File: config.mk
export PLATFORM = sky130hd
export DESIGN_NAME = wp_watch
export DESIGN_NICKNAME = d
export VERILOG_FILES = /design/src/rtl/wp_pkg.sv /design/src/rtl/wp_datapath.sv /design/src/rtl/wp_control.sv /design/src/rtl/wp_watch.sv
export SDC_FILE = /design/constraint.sdc
export NUM_CORES = 1
export LEC_CHECK = 0
export BUFFER_PORTS_ARGS = -buffer_cell sky130_fd_sc_hd__buf_2
export CAP_MARGIN = 10
export CORE_MARGIN = 2
export CORE_UTILIZATION = 29
export DETAILED_ROUTE_END_ITERATION = 6
export PLACE_DENSITY = 0.84
export SYNTH_ARGS = -nofsm -noshare
export SYNTH_HDL_FRONTEND = slang
export SYNTH_HIERARCHICAL = 1
export SYNTH_SLANG_ARGS = --single-unit
File: constraint.sdc
create_clock -name clk -period 0.8 [get_ports clk]
set_input_delay 0.08 -clock clk [delete_from_list [all_inputs] [get_ports clk]]
set_output_delay 0.08 -clock clk [all_outputs]
set_load 0.01 [all_outputs]
File: src/rtl/wp_pkg.sv
package wp_pkg;

  typedef enum logic [1:0] {
    MODE_WRITE  = 2'd0,
    MODE_RDWR   = 2'd1,
    MODE_CHANGE = 2'd2,
    MODE_OFF    = 2'd3
  } watchMode_e;

  // Match information the datapath hands to the control.
  typedef struct packed {
    logic hitAny;   // access touches a watched lane of the watched word
    logic differs;  // some touched watched lane carries new data
    logic isRead;
    logic isWrite;
  } wpMatch_t;

  // Strobes the control hands back to the datapath.
  typedef struct packed {
    logic fire;
    logic clear;
  } wpStrobe_t;

endpackage

File: src/rtl/wp_datapath.sv
module wp_datapath
  import wp_pkg::*;
#(
  parameter int ADDR_W = 32,
  parameter int BYTES  = 4,
  localparam int OFF_W  = $clog2(BYTES),
  localparam int SPAN_W = $clog2(OFF_W + 1),
  localparam int WORD_W = ADDR_W - OFF_W,
  localparam int DATA_W = 8 * BYTES
) (
  input  logic              clk,
  input  logic              rstN,
  input  logic [SPAN_W-1:0] cfgSpan,
  input  logic [ADDR_W-1:0] cfgAddr,
  input  logic [WORD_W-1:0] busWordAddr,
  input  logic              busRd,
  input  logic              busWr,
  input  logic [BYTES-1:0]  busBe,
  input  logic [DATA_W-1:0] busWdata,
  input  logic [DATA_W-1:0] busOldData,
  input  wpStrobe_t         strobes,
  output wpMatch_t          matchInfo,
  output logic              breakPulse,
  output logic              hitFlag
);

  logic [SPAN_W-1:0] spanLog;
  logic [OFF_W-1:0]  baseLane;
  logic [BYTES-1:0]  watchMask;
  logic [BYTES-1:0]  touchMask;
  logic [BYTES-1:0]  diffMask;
  logic              wordHit;

  // Sizes beyond one word saturate at the full word.
  always_comb begin
    spanLog  = (cfgSpan > SPAN_W'(OFF_W)) ? SPAN_W'(OFF_W) : cfgSpan;
    baseLane = cfgAddr[OFF_W-1:0];
    wordHit  = (busWordAddr == cfgAddr[ADDR_W-1:OFF_W]);
  end

  for (genvar lane = 0; lane < BYTES; lane++) begin : g_lane
    logic [OFF_W-1:0] laneIdx;
    assign laneIdx = OFF_W'(lane);
    // A lane is watched when it shares the aligned group of the base lane.
    assign watchMask[lane] = ((laneIdx >> spanLog) == (baseLane >> spanLog));
    assign touchMask[lane] = watchMask[lane] & busBe[lane];
    assign diffMask[lane]  = touchMask[lane] &
                             (busWdata[8*lane +: 8] != busOldData[8*lane +: 8]);
  end

  always_comb begin
    matchInfo.hitAny  = wordHit & (|touchMask);
    matchInfo.differs = |diffMask;
    matchInfo.isRead  = busRd;
    matchInfo.isWrite = busWr;
  end

  always_ff @(posedge clk or negedge rstN) begin
    if (!rstN) begin
      breakPulse <= 1'b0;
      hitFlag    <= 1'b0;
    end else begin
      breakPulse <= strobes.fire;
      hitFlag    <= strobes.fire | (hitFlag & ~strobes.clear);
    end
  end

endmodule

File: src/rtl/wp_control.sv
module wp_control
  import wp_pkg::*;
(
  input  logic       cfgEnable,
  input  logic [1:0] cfgMode,
  input  logic       clearHit,
  input  wpMatch_t   matchInfo,
  output wpStrobe_t  strobes
);

  watchMode_e mode;
  logic       modeOk;

  always_comb begin
    mode = watchMode_e'(cfgMode);
    unique case (mode)
      MODE_WRITE:  modeOk = matchInfo.isWrite;
      MODE_RDWR:   modeOk = matchInfo.isWrite | matchInfo.isRead;
      MODE_CHANGE: modeOk = matchInfo.isWrite & matchInfo.differs;
      default:     modeOk = 1'b0;
    endcase
    strobes.fire  = cfgEnable & matchInfo.hitAny & modeOk;
    strobes.clear = clearHit;
  end

endmodule

File: src/rtl/wp_watch.sv
module wp_watch
  import wp_pkg::*;
#(
  parameter int ADDR_W = 32,
  parameter int BYTES  = 4,
  localparam int OFF_W  = $clog2(BYTES),
  localparam int SPAN_W = $clog2(OFF_W + 1),
  localparam int WORD_W = ADDR_W - OFF_W,
  localparam int DATA_W = 8 * BYTES
) (
  input  logic              clk,
  input  logic              rstN,
  input  logic              cfgEnable,
  input  logic [1:0]        cfgMode,
  input  logic [SPAN_W-1:0] cfgSpan,
  input  logic [ADDR_W-1:0] cfgAddr,
  input  logic              clearHit,
  input  logic [WORD_W-1:0] busWordAddr,
  input  logic              busRd,
  input  logic              busWr,
  input  logic [BYTES-1:0]  busBe,
  input  logic [DATA_W-1:0] busWdata,
  input  logic [DATA_W-1:0] busOldData,
  output logic              breakPulse,
  output logic              hitFlag
);

  wpMatch_t  matchInfo;
  wpStrobe_t strobes;

  wp_datapath #(.ADDR_W(ADDR_W), .BYTES(BYTES)) u_dp (
    .clk        (clk),
    .rstN       (rstN),
    .cfgSpan    (cfgSpan),
    .cfgAddr    (cfgAddr),
    .busWordAddr(busWordAddr),
    .busRd      (busRd),
    .busWr      (busWr),
    .busBe      (busBe),
    .busWdata   (busWdata),
    .busOldData (busOldData),
    .strobes    (strobes),
    .matchInfo  (matchInfo),
    .breakPulse (breakPulse),
    .hitFlag    (hitFlag)
  );

  wp_control u_ctl (
    .cfgEnable(cfgEnable),
    .cfgMode  (cfgMode),
    .clearHit (clearHit),
    .matchInfo(matchInfo),
    .strobes  (strobes)
  );

endmodule

==> reports/metrics.yaml <==
cells_and_area:
  mostFrequentLayoutCell: "buf_2"
  layout.nets: 397
  seqCellArea_um2: 50.05
  multi_input_area_um2: 847.1
  fillers: 290
  design_area_um2: 1747
  synthToLayoutAreaGrowth_pct: 94.43
  n_antenna_cell: 0
  final_cell_mix: "buf_2, xor2_1, xnor2_1"
  drive_gt1_share_pct: 61.96
  final_cell_count_no_fill: 288
sta:
  hold_viol_final: 0
  setup_violations: 3
  max_freq_mhz: 713.8
  slew_viol_final: 0
  min_period_over_period_pct: 175.1
  finalClockSkew_ns: 0
  slew_headroom_pct: 81.01
  final.setup.worst_slack_ns: -0.6009
  fin_crit_ns: 1.401
  tightest_slew_ns: 0.2822
  grt_setup_unrepaired: "yes"
status:
  violations: "setup timing"
  status: "complete, but fails checks"
drt:
  wl_um: 3075
  drc_errors: 0
  ant_nets: 0
  dr.pass1.iters: 4
  drt_iter0_drc: 16
  routedWlPerCell_um: 10.68
  via_per_inst: 4.503
  vias: 1297
grt:
  overflow: 0
  antenna_found_initial: 0
  grt_pass1_wl_um: 4360
  grt_start_max_net_pins: 4
  grtUsageTotal_pct: 15.69
  grt_pass1_vias: 1211
logic_synthesis:
  post_synth_num_cell_types: 24
  synth_cells: 108
  syn-num-nets: 248
  ys.warnings.count: 6
  seq_area_frac_synth_pct: 5.571
  syn_avg_cell_area_um2: 8.318
  synth-seq-cells: 2
  syn_area_um2: 898.4
clock_network:
  numCtsBuffers: 3
  cts_max_level: 1
  ctsLongestPathBuffers: 2
  insertion_delay_ns: 0.22
  clk_pin_slew_ns: 0.03
  root_buffer: "clkbuf_4"
  clock_sinks: 2
  cts_tree: "done"
  cts_setup_buffers: 0
floorplanning:
  die_y_um: 59.66
  row_count: 20
  core_area_um2: 3003
  top_level_ports: 142
  dieWidth_um: 59.66
  start_util_pct: 29.92
  die-area_um2: 3559
worst_setup_path:
  start_kind: "input pin"
  critical_path_arrival_ns: 1.56
  reg2regPathDepth: 1
  reg2reg_slack_ns: 0.17
  required_ns: 0.96
  worstPathMaxFanout: 2
  critical_path_class: "input pin to flop"
  critPathCaptureType: "flop"
hold_path:
  holdPathStages: 2
  hp-class: "input pin to flop"
flow_run:
  maxCapViolCount: 0
placement:
  dp_hpwl_um: 2870
  portBuffers: 141
  place.gp.congestion: 0.7628
  placed_cell_area_um2: 1674
  dp_cells: 284
power:
  p_per_area_nw_per_um2: 626.0
  ir_drop_mv: 0.2766
  p_leak_uw: 0.0009398
[state kept, by name, indices dropped and copies added, names as in the netlist]
register and flops:
u_dp/breakPulse 1, u_dp/hitFlag 1
[synth_stat cells]
library cell | number | area share [%]
a21o_1 | 2 | 1.7
a21oi_1 | 1 | 0.56
o21a_1 | 1 | 0.84
xor2_1 | 42 | 41
o32ai_1 | 1 | 0.98
buf_4 | 3 | 2.5
and2_1 | 1 | 0.70
o211ai_1 | 1 | 0.84
a41o_1 | 2 | 2.2
nor4_2 | 4 | 5.6
xnor2_1 | 20 | 19
nor2_1 | 4 | 1.7
nor4_1 | 5 | 3.5
o21ai_0 | 3 | 1.7
nor2b_1 | 1 | 0.70
dfrtp_1 | 2 | 5.6
o21ba_2 | 1 | 1.1
inv_1 | 2 | 0.84
nand4b_1 | 1 | 0.98
nand4_1 | 6 | 4.2
nand2_1 | 2 | 0.84
a311oi_1 | 1 | 0.98
o2111ai_1 | 1 | 0.98
nand2b_1 | 1 | 0.70
[per-stage QoR]
stage	setup TNS (ns)	utilization [%]	total power, µW	setup WS (ns)	hold WS [ns]
floorplan	-1.087	-	422.3	-0.5750	-0.2156
CTS	-1.209	57.50	1108	-0.6276	0.08830
global route	-1.315	58.17	1190	-0.6727	0.1016
finish	-1.135	58.17	1093	-0.6009	0.09335
detailed placement	-1.689	55.75	863.1	-0.8773	-0.1272
global placement	-1.567	55.75	845.3	-0.8151	-0.1336
[power by group]
| group | total (µW) | switching (µW) | internal [µW] |
|---|---|---|---|
| Clock | 215 | 50.3 | 165 |
| Combinational | 776 | 305 | 471 |
| Sequential | 102 | 0.0000000886 | 102 |
| Total | 1090 | 356 | 738 |
[layer usage]
metal | global-route usage [%] | vias up | wire length, µm
met5 | 0 | - | 0
met2 | 31.99 | 83 | 1657
met3 | 3.030 | 0 | 381
met4 | 5.714 | 0 | 0
met1 | 15.01 | 545 | 1036
li1 | - | 669 | -
[kinds of logic (layout without fill, tap and decap cells)]
family                 Yosys count  after routing  synth area share, %
AO/OA/AOI/OAI                   14             14                11.84
XOR/XNOR                        62             62                60.45
buffers and inverters            5            152                3.343
flip-flops                       2              2                5.571
AND/OR/NAND/NOR                 25             25                18.80
[final timing paths]
path,endpoint,from
max,u_dp/hitFlag,cfgAddr[25]
min,u_dp/breakPulse,cfgMode[1]
max reg2reg,u_dp/hitFlag,u_dp/hitFlag
min reg2reg,u_dp/hitFlag,u_dp/hitFlag
max in group asynchronous,u_dp/breakPulse,rstN
min in group asynchronous,u_dp/hitFlag,rstN
[cell type report]
| cell class | count | share of cell area [%] |
|---|---|---|
| Multi-Input combinational cell | 101 | 48.50 |
| Timing Repair Buffer | 147 | 44.56 |
| Sequential cell | 2 | 2.865 |
| Tap cell | 33 | 2.364 |
| Clock buffer | 3 | 1.289 |
| Inverter | 2 | 0.4298 |
[timing repair]
| item | CTS | global route |
|---|---|---|
| hold buffers | 1 | 0 |
| setup endpoints to repair | 4 | 4 |
| hold endpoints to repair | 2 | 0 |
| resized for setup | 3 | 3 |
| pin swaps | 5 | 4 |
[worst max-delay path: stages]
cell and delay [ns]:
buf_6 0.09, xor2_1 0.16, nor4_2 0.29, nand4_1 0.15, a311oi_2 0.30, nand2_1 0.10
o32ai_2 0.28, a21o_1 0.11
Note: power is estimated with default switching activity, not from simulation.
